$ cat src/rtl/flk_pkg.sv
package flk_pkg;

    typedef enum logic [2:0] {
        FK_LOCKED = 3'd0,
        FK_HALF   = 3'd1,
        FK_ARMED  = 3'd2,
        FK_FLIGHT = 3'd3,
        FK_BARRED = 3'd4
    } fk_state_t;

    localparam int CODE_W = 2;

    localparam logic [CODE_W-1:0] CODE_LOCKED = 2'b00;
    localparam logic [CODE_W-1:0] CODE_HALF   = 2'b01;
    localparam logic [CODE_W-1:0] CODE_OPEN   = 2'b10;
    localparam logic [CODE_W-1:0] CODE_BARRED = 2'b11;

    function automatic logic [CODE_W-1:0] code_of(input fk_state_t s);
        logic [CODE_W-1:0] c;
        unique case (s)
            FK_LOCKED: c = CODE_LOCKED;
            FK_HALF:   c = CODE_HALF;
            FK_ARMED:  c = CODE_OPEN;
            FK_FLIGHT: c = CODE_OPEN;
            FK_BARRED: c = CODE_BARRED;
            default:   c = CODE_BARRED;
        endcase
        return c;
    endfunction

endpackage

$ cat src/rtl/flk_key_cmp.sv
module flk_key_cmp #(
    parameter int                DATA_W     = 8,
    parameter logic [DATA_W-1:0] KEY_FIRST  = 8'hA5,
    parameter logic [DATA_W-1:0] KEY_SECOND = 8'hF1
) (
    input  logic [DATA_W-1:0] wdata,
    output logic              is_first,
    output logic              is_second
);

    always_comb begin
        is_first  = (wdata == KEY_FIRST);
        is_second = (wdata == KEY_SECOND);
    end

endmodule

$ cat src/rtl/flk_fsm.sv
module flk_fsm
    import flk_pkg::*;
(
    input  logic      clk,
    input  logic      rst_n,
    input  logic      key_wr,
    input  logic      is_first,
    input  logic      is_second,
    input  logic      op_req,
    input  logic      op_done,
    output fk_state_t state,
    output logic      grant
);

    fk_state_t state_q;
    fk_state_t state_d;

    // state register
    always_ff @(posedge clk) begin
        if (!rst_n) begin
            state_q <= FK_LOCKED;
        end else begin
            state_q <= state_d;
        end
    end

    // next-state logic
    always_comb begin
        state_d = state_q;
        unique case (state_q)
            FK_LOCKED: begin
                if (op_req) begin
                    state_d = FK_BARRED;
                end else if (key_wr) begin
                    state_d = is_first ? FK_HALF : FK_BARRED;
                end
            end
            FK_HALF: begin
                if (op_req) begin
                    state_d = FK_BARRED;
                end else if (key_wr) begin
                    state_d = is_second ? FK_ARMED : FK_BARRED;
                end
            end
            FK_ARMED: begin
                if (key_wr) begin
                    state_d = FK_BARRED;
                end else if (op_req) begin
                    state_d = FK_FLIGHT;
                end
            end
            FK_FLIGHT: begin
                if (key_wr) begin
                    state_d = FK_BARRED;
                end else if (op_done) begin
                    state_d = FK_LOCKED;
                end
            end
            FK_BARRED: begin
                state_d = FK_BARRED;
            end
            default: begin
                state_d = FK_BARRED;
            end
        endcase
    end

    // outputs
    always_comb begin
        state = state_q;
        grant = 1'b0;
        unique case (state_q)
            FK_ARMED:  grant = op_req && !key_wr;
            FK_LOCKED,
            FK_HALF,
            FK_FLIGHT,
            FK_BARRED: grant = 1'b0;
            default:   grant = 1'b0;
        endcase
    end

endmodule

$ cat src/rtl/flk_readback.sv
module flk_readback
    import flk_pkg::*;
#(
    parameter int DATA_W = 8
) (
    input  fk_state_t         state,
    output logic [DATA_W-1:0] rd_data,
    output logic              lockout
);

    logic [CODE_W-1:0] code;

    always_comb begin
        code    = code_of(state);
        lockout = (state == FK_BARRED);
    end

    generate
        if (DATA_W > CODE_W) begin : g_pad
            assign rd_data = {{(DATA_W-CODE_W){1'b0}}, code};
        end else begin : g_nopad
            assign rd_data = code[DATA_W-1:0];
        end
    endgenerate

endmodule

$ cat src/rtl/flash_key_guard.sv
module flash_key_guard
    import flk_pkg::*;
#(
    parameter int                DATA_W     = 8,
    parameter logic [DATA_W-1:0] KEY_FIRST  = 8'hA5,
    parameter logic [DATA_W-1:0] KEY_SECOND = 8'hF1
) (
    input  logic              clk,
    input  logic              rst_n,
    input  logic              key_wr,
    input  logic [DATA_W-1:0] key_wdata,
    input  logic              op_req,
    input  logic              op_done,
    output logic              op_grant,
    output logic              lockout,
    output logic [DATA_W-1:0] rd_data
);

    logic      is_first;
    logic      is_second;
    fk_state_t state;

    flk_key_cmp #(
        .DATA_W    (DATA_W),
        .KEY_FIRST (KEY_FIRST),
        .KEY_SECOND(KEY_SECOND)
    ) u_cmp (
        .wdata    (key_wdata),
        .is_first (is_first),
        .is_second(is_second)
    );

    flk_fsm u_fsm (
        .clk      (clk),
        .rst_n    (rst_n),
        .key_wr   (key_wr),
        .is_first (is_first),
        .is_second(is_second),
        .op_req   (op_req),
        .op_done  (op_done),
        .state    (state),
        .grant    (op_grant)
    );

    flk_readback #(
        .DATA_W(DATA_W)
    ) u_rb (
        .state  (state),
        .rd_data(rd_data),
        .lockout(lockout)
    );

endmodule

$ cat config.mk
export PLATFORM = sky130hd
export DESIGN_NAME = flash_key_guard
export DESIGN_NICKNAME = d
export VERILOG_FILES = /design/src/rtl/flk_pkg.sv /design/src/rtl/flk_key_cmp.sv /design/src/rtl/flk_fsm.sv /design/src/rtl/flk_readback.sv /design/src/rtl/flash_key_guard.sv
export SDC_FILE = /design/constraint.sdc
export NUM_CORES = 1
export LEC_CHECK = 0
export ABC_AREA = 1
export BUFFER_PORTS_ARGS = -buffer_cell sky130_fd_sc_hd__buf_2
export CAP_MARGIN = 20
export CORE_AREA = 2 2 39 41
export DETAILED_ROUTE_END_ITERATION = 10
export DIE_AREA = 0 0 41 43
export MAX_ROUTING_LAYER = met4
export PLACE_DENSITY = 0.57
export SKIP_CTS_REPAIR_TIMING = 1
export SLEW_MARGIN = 20
export SYNTH_ARGS = -nofsm -noshare
export SYNTH_HDL_FRONTEND = slang
export SYNTH_SLANG_ARGS = --single-unit
$ cat constraint.sdc
create_clock -name clk -period 1.5 [get_ports clk]
set_input_delay 0.45 -clock clk [delete_from_list [all_inputs] [get_ports clk]]
set_output_delay 0.45 -clock clk [all_outputs]
set_load 0.01 [all_outputs]
==> results of run 1 <==
-- placed cells by master, fill, tap and decap left out --
cell and n:
nand3_1 4, nor2_4 2, dfxtp_4 1, nand2_1 15
clkbuf_1 1, inv_2 3, o21ai_1 2, inv_4 1
o21ai_2 1, buf_4 3, a21oi_1 1, inv_1 8
conb_1 6, o21ai_0 1, nand2_2 1, nand4_1 2
buf_2 16, clkbuf_4 3, dfxtp_2 2, nor2_1 7
a21oi_2 1, nor3_1 2
-- final timing paths --
path	endpoint	slack, ns	from	cells after the start
worst max register to register	u_fsm.state[1]	0.33	u_fsm.state[2]	8
worst min-delay path	u_fsm.state[1]	0.47	rst_n	3
worst min register to register	u_fsm.state[0]	0.52	u_fsm.state[0]	2
worst max-delay path	rd_data[0]	-0.006	u_fsm.state[2]	6
-- final cells by class --
| type | count | area share [%] |
|---|---|---|
| clock buffer | 4 | 5.51 |
| tap | 16 | 4.20 |
| inverter | 12 | 9.97 |
| timing repair buffer | 19 | 21.5 |
| multi-input combinational | 45 | 44.9 |
| sequential | 3 | 13.9 |
-- layer usage --
| layer | track usage, % | vias to the layer above |
|---|---|---|
| met1 | 10.2 | 165 |
| met3 | 3.14 | 0 |
| met5 | - | - |
| met2 | 11.6 | 17 |
| li1 | - | 219 |
| met4 | 8.00 | 0 |
-- per-stage QoR --
| step | std cells | util (%) |
|---|---|---|
| 2_1_floorplan | 66 | - |
| 3_3_place_gp | 93 | 30.1 |
| 3_5_place_dp | 93 | 30.1 |
| 4_1_cts | 97 | 32.0 |
| 5_1_grt | 99 | 34.4 |
| 6_report | 99 | 34.4 |
-- cells by family after synthesis --
group / after synthesis
buffers and inverters: 18
DFF: 3
AOI/OAI and AO/OA: 6
other: 1
and+or+nand+nor: 33
-- power by group through the flow --
stage / Sequential (uW) / Clock (uW) / Combinational (uW)
finish: 86.8 / 138 / 77.6
global route: 87.3 / 159 / 88.8
CTS: 85.2 / 148 / 74.4
detailed placement: 86.4 / 0 / 74.1
global placement: 86.4 / 0 / 74.4
floorplan: 86.1 / 0 / 54.1
-- tightest hold or removal path, stage by stage --
cell and delay, ns:
buf_2 0.08, inv_1 0.05, a21oi_2 0.09
==> impl_results.md, run 1 <==
- Post-synth top area cell: dfxtp_1
- First-pass GRT wire length: between 900 and 1000 um
- Lkg Pwr: 0.000257 uW
- GPL Wtd Cong: 0.773
- Hold crit path type: primary input to flip-flop
- Sequential share of power: ~29%
- Int Power: 215 uW
- Mux share of post-synthesis cell area: 0%
- Mapped Cells: 61
- Slowest Stage Delay on Critical Path: 0.35 ns
- Tcrit/Tclk final: 100%
- FF+latch count, synth: 3
- H-tree Lvls: 1
- Status: finished with violations
- Min cycle time layout: 1.51 ns
- VDD IR max: 0.529 mV
- Netlist cell types: 16
- CTS sink count: 3
- Post-synth top area share: between 10% and 20%
- Die Area: 0.00176 mm^2
- TritonCTS buffer count: 3
- WP buf/inv: 3
- Max-slew violation count: 0
- Maxcap violations: 0
- Synth top area cells: dfxtp_1, nand2_1, buf_4, inv_1, nor2_1
- Initial cell density of the core: 24.2%
- Net Sw Frac: 29.0%
- DR WL met3: 74 um
- Post-synthesis compound-gate area fraction: between 10% and 20%
- Syn. warnings: 0
- Max reg flops: 3
- Initial antenna violation count: 0
- Clock root buffer master: clkbuf_4
- Critical-path cell list: nor2_4 > inv_2 > nor2_4 > inv_2 > nand2_1 > buf_2
- Req. time, crit path: 1.05 ns
- Final Power: ~300 uW
- FILL cells: 162
- Multi-input logic area: 214 um^2
- Post-route cell area: 477 um^2
- Most used DFF post-synth: dfxtp_1
- DRT iter0 DRCs: 9
- DIE HEIGHT: 43 um
- Top layer in use: met3
- P_sw: 87.7 uW
- Final hold viol count: 0
- Top cell types by occurrence after synthesis: nand2_1, inv_1, nor2_1
- Setup TNS: -0.00580 ns
- CTS tree: built
- Clk slew on worst S/H paths: 0.04 ns
- Vias in the first global route: 283
- Clock network power share: 45.7%
- Fin Hold WS: 0.474 ns
- Met1 WL: between 300 and 400 um
- Clock Path Buffers: 2
- Seq/Total Area, Yosys: ~18%
- DRC Markers: 0
- Simple-Gate Fraction of Synth Area: a little over two fifths
- CP Capture Type: output port
- Ratio of cells with drive above 1 in the final layout: 41.0%
- Register area: 66.3 um^2
- IO Count: 23
- Tot GR Track Use: under 10%
- Crit Path Max Fanout: 3
- Final wirelength: 762 um
- Finish-stage setup viols: 1
- Post-place instance area: 417 um^2
- Mapped Area: about 340 um^2
- Number of synthesized flops with an enable pin: 0
- RSZ-0062 raised after global routing: true
- Post-Route Skew: between 0.0003 and 0.0004 ns
- Place WS: 0.0565 ns
- Buffers on Ports: 16
- CP Class: flip-flop to output port
- Vias per inst: 4.05
- Wirelength per Cell: 7.70 um
- Post-DP HPWL: 605 um
- Nets@finish: 97
- Fmax: between 600 and 700 MHz
- Top-count cell post-synth: nand2_1
- Clk_lat worst skew: 0.23 ns
- Crit path DAT: 1.06 ns
- Crit-path slowest cell: dfxtp_4
- Family with the most delay on the worst path: flip-flops
- Rows: 14
- PwrDens: 635 mW/mm^2
- 1st-pass router iterations: 4
- Logic pwr share: 25.6%
- Critical Path Start Type: flip-flop
- Mean post-synth cell area: approximately 5.5 um^2
- DRT antenna net count: 0
- DR WL met2: about 340 um
- XOR/XNOR share of the synthesized area: 0%
- Area grow syn2layout: 42.2%
- N_diodes: 0
- Grt total ovfl: 0
- Adder-Cell Fraction of Synth Area: 0%
- Largest family of logic cells by synthesized area: simple AND/OR/NAND/NOR gates
- Die X: 41 um
- Failing checks: setup timing
- Core area: 0.00138 mm^2
- Largest net degree at the start of global routing: 6
- Async S/R FF share, synth: 0%
- Vias: 401
- Final WS setup: -0.00580 ns
No activity file was read; power rests on OpenSTA's default activity.
==> inputs of run 2 (changes only) <==
==> constraint.sdc (replaced) <==
create_clock -name clk -period 1.5 [get_ports clk]
set_input_delay 0.225 -clock clk [delete_from_list [all_inputs] [get_ports clk]]
set_output_delay 0.225 -clock clk [all_outputs]
set_load 0.01 [all_outputs]
==> impl_results.md, run 2 (synthesis results as in run 1) <==
- Fmax: 748 MHz
- Finish-stage setup viols: 0
- Family with the most delay on the worst path: flip-flops
- N_diodes: 0
- Slowest Stage Delay on Critical Path: 0.34 ns
- Commonest non-fill, non-tap cell in the layout: buf_2
- Largest net degree at the start of global routing: 6
- PwrDens: 687 mW/mm^2
- 1st-pass router iterations: 4
- Clock root buffer master: clkbuf_4
- Clk_lat worst skew: 0.23 ns
- First-pass GRT wire length: 1070 um
- Initial cell density of the core: 24.2%
- Hold crit path type: primary input to flip-flop
- Post-route cell area: 435 um^2
- Most frequent cells in the layout: buf_2, nand2_1, inv_1
- VDD IR max: approximately 0.32 mV
- Core area: 0.00138 mm^2
- Min cycle time layout: 1.34 ns
- CP Class: flip-flop to output port
- Vias per inst: 4.04
- DRC Markers: 0
- Vias: 388
- Maxcap violations: 0
- RSZ-0062 raised after global routing: false
- CTS tree: built
- FILL cells: 164
- TritonCTS buffer count: 3
- Final wirelength: roughly 740 um
- Initial antenna violation count: 0
- Status: complete, no violations
- IO Count: 23
- Tcrit/Tclk final: just under 90%
- Final core occ: 31.5%
- Clock Path Buffers: 2
- Post-Route Skew: 0.00110 ns
- WP buf/inv: 3
- Area grow syn2layout: 29.9%
- Tot GR Track Use: 9.45%
- Final hold viol count: 0
- Rows: 14
- Crit-path slowest cell: dfxtp_1
- Die Area: 0.00176 mm^2
- Lkg Pwr: 0.000241 uW
- DRT antenna net count: 0
- CP Capture Type: output port
- Clk slew on worst S/H paths: about 0.040 ns
- GPL Wtd Cong: around 0.86
- Crit path DAT: around 1.1 ns
- Post-place instance area: roughly 410 um^2
- Final Power: 299 uW
- Setup TNS: 0 ns
- Grt total ovfl: 0
- Critical-path cell list: nor2_2 > inv_1 > nor2_2 > inv_1 > nand2_1 > buf_2
- Nets@finish: 94
- DIE HEIGHT: approximately 43 um
- Cell Count Post-Placement: 92
- Wirelength per Cell: about 7.7 um
- Vias in the first global route: 296
- Crit Path Max Fanout: 5
- CTS sink count: 3
- Die X: 41 um
- Req. time, crit path: ~1.3 ns
- Critical Path Start Type: flip-flop
- Buffers on Ports: 16
- Max-slew violation count: 0
- H-tree Lvls: 1
- Non-Filler Instances: 96
- Post-DP HPWL: 611 um
- Ratio of cells with drive above 1 in the final layout: a little under a third
- DRT iter0 DRCs: 8
- R2r setup slk: 0.39 ns
- Max reg flops: 3
==> run 2: stage by stage <==
stage / setup WS, ns / hold slack, ns
after global placement: 0.349 / 0.498
after detailed placement: 0.397 / 0.501
after global routing: 0.0521 / 0.264
final: 0.162 / 0.258
after CTS: 0.143 / 0.257
after floorplan: 0.490 / 0.382
==> run 2: final cells by class <==
cell class	instances	area, um^2	share of cell area [%]
Inverter	12	45.0	10.3
Tap cell	16	20.0	4.60
Sequential cell	3	60.1	13.8
Multi-Input combinational cell	45	204	46.8
Timing Repair Buffer	16	80.1	18.4
Clock buffer	4	26.3	6.03
==> run 2: worst min-delay path: cells and delay by family <==
family	cells	cell delay (ns)
buffers and inverters	2	0.12
AND/OR/NAND/NOR	1	0.10
==> run 2: layer usage <==
metal	GRT usage (%)	wire, um	share of wire (%)
met2	13.8	311	42
met3	1.57	88	12
met4	8.00	17	2.3
met1	10.5	322	44
met5	-	0	0
==> run 2: final timing paths <==
path / cells after the start / end / start
max: 6 / rd_data[0] / u_fsm.state[1]
min: 3 / u_fsm.state[2] / rst_n
max reg2reg: 6 / u_fsm.state[1] / u_fsm.state[1]
min reg2reg: 2 / u_fsm.state[0] / u_fsm.state[0]
==> run 2: where the power goes <==
| group | switching, uW | internal [uW] | total (uW) |
|---|---|---|---|
| sequential | 2.46 | 83.0 | 85.4 |
| combinational | 43.6 | 28.1 | 71.7 |
| clock | 42.1 | 99.7 | 142 |
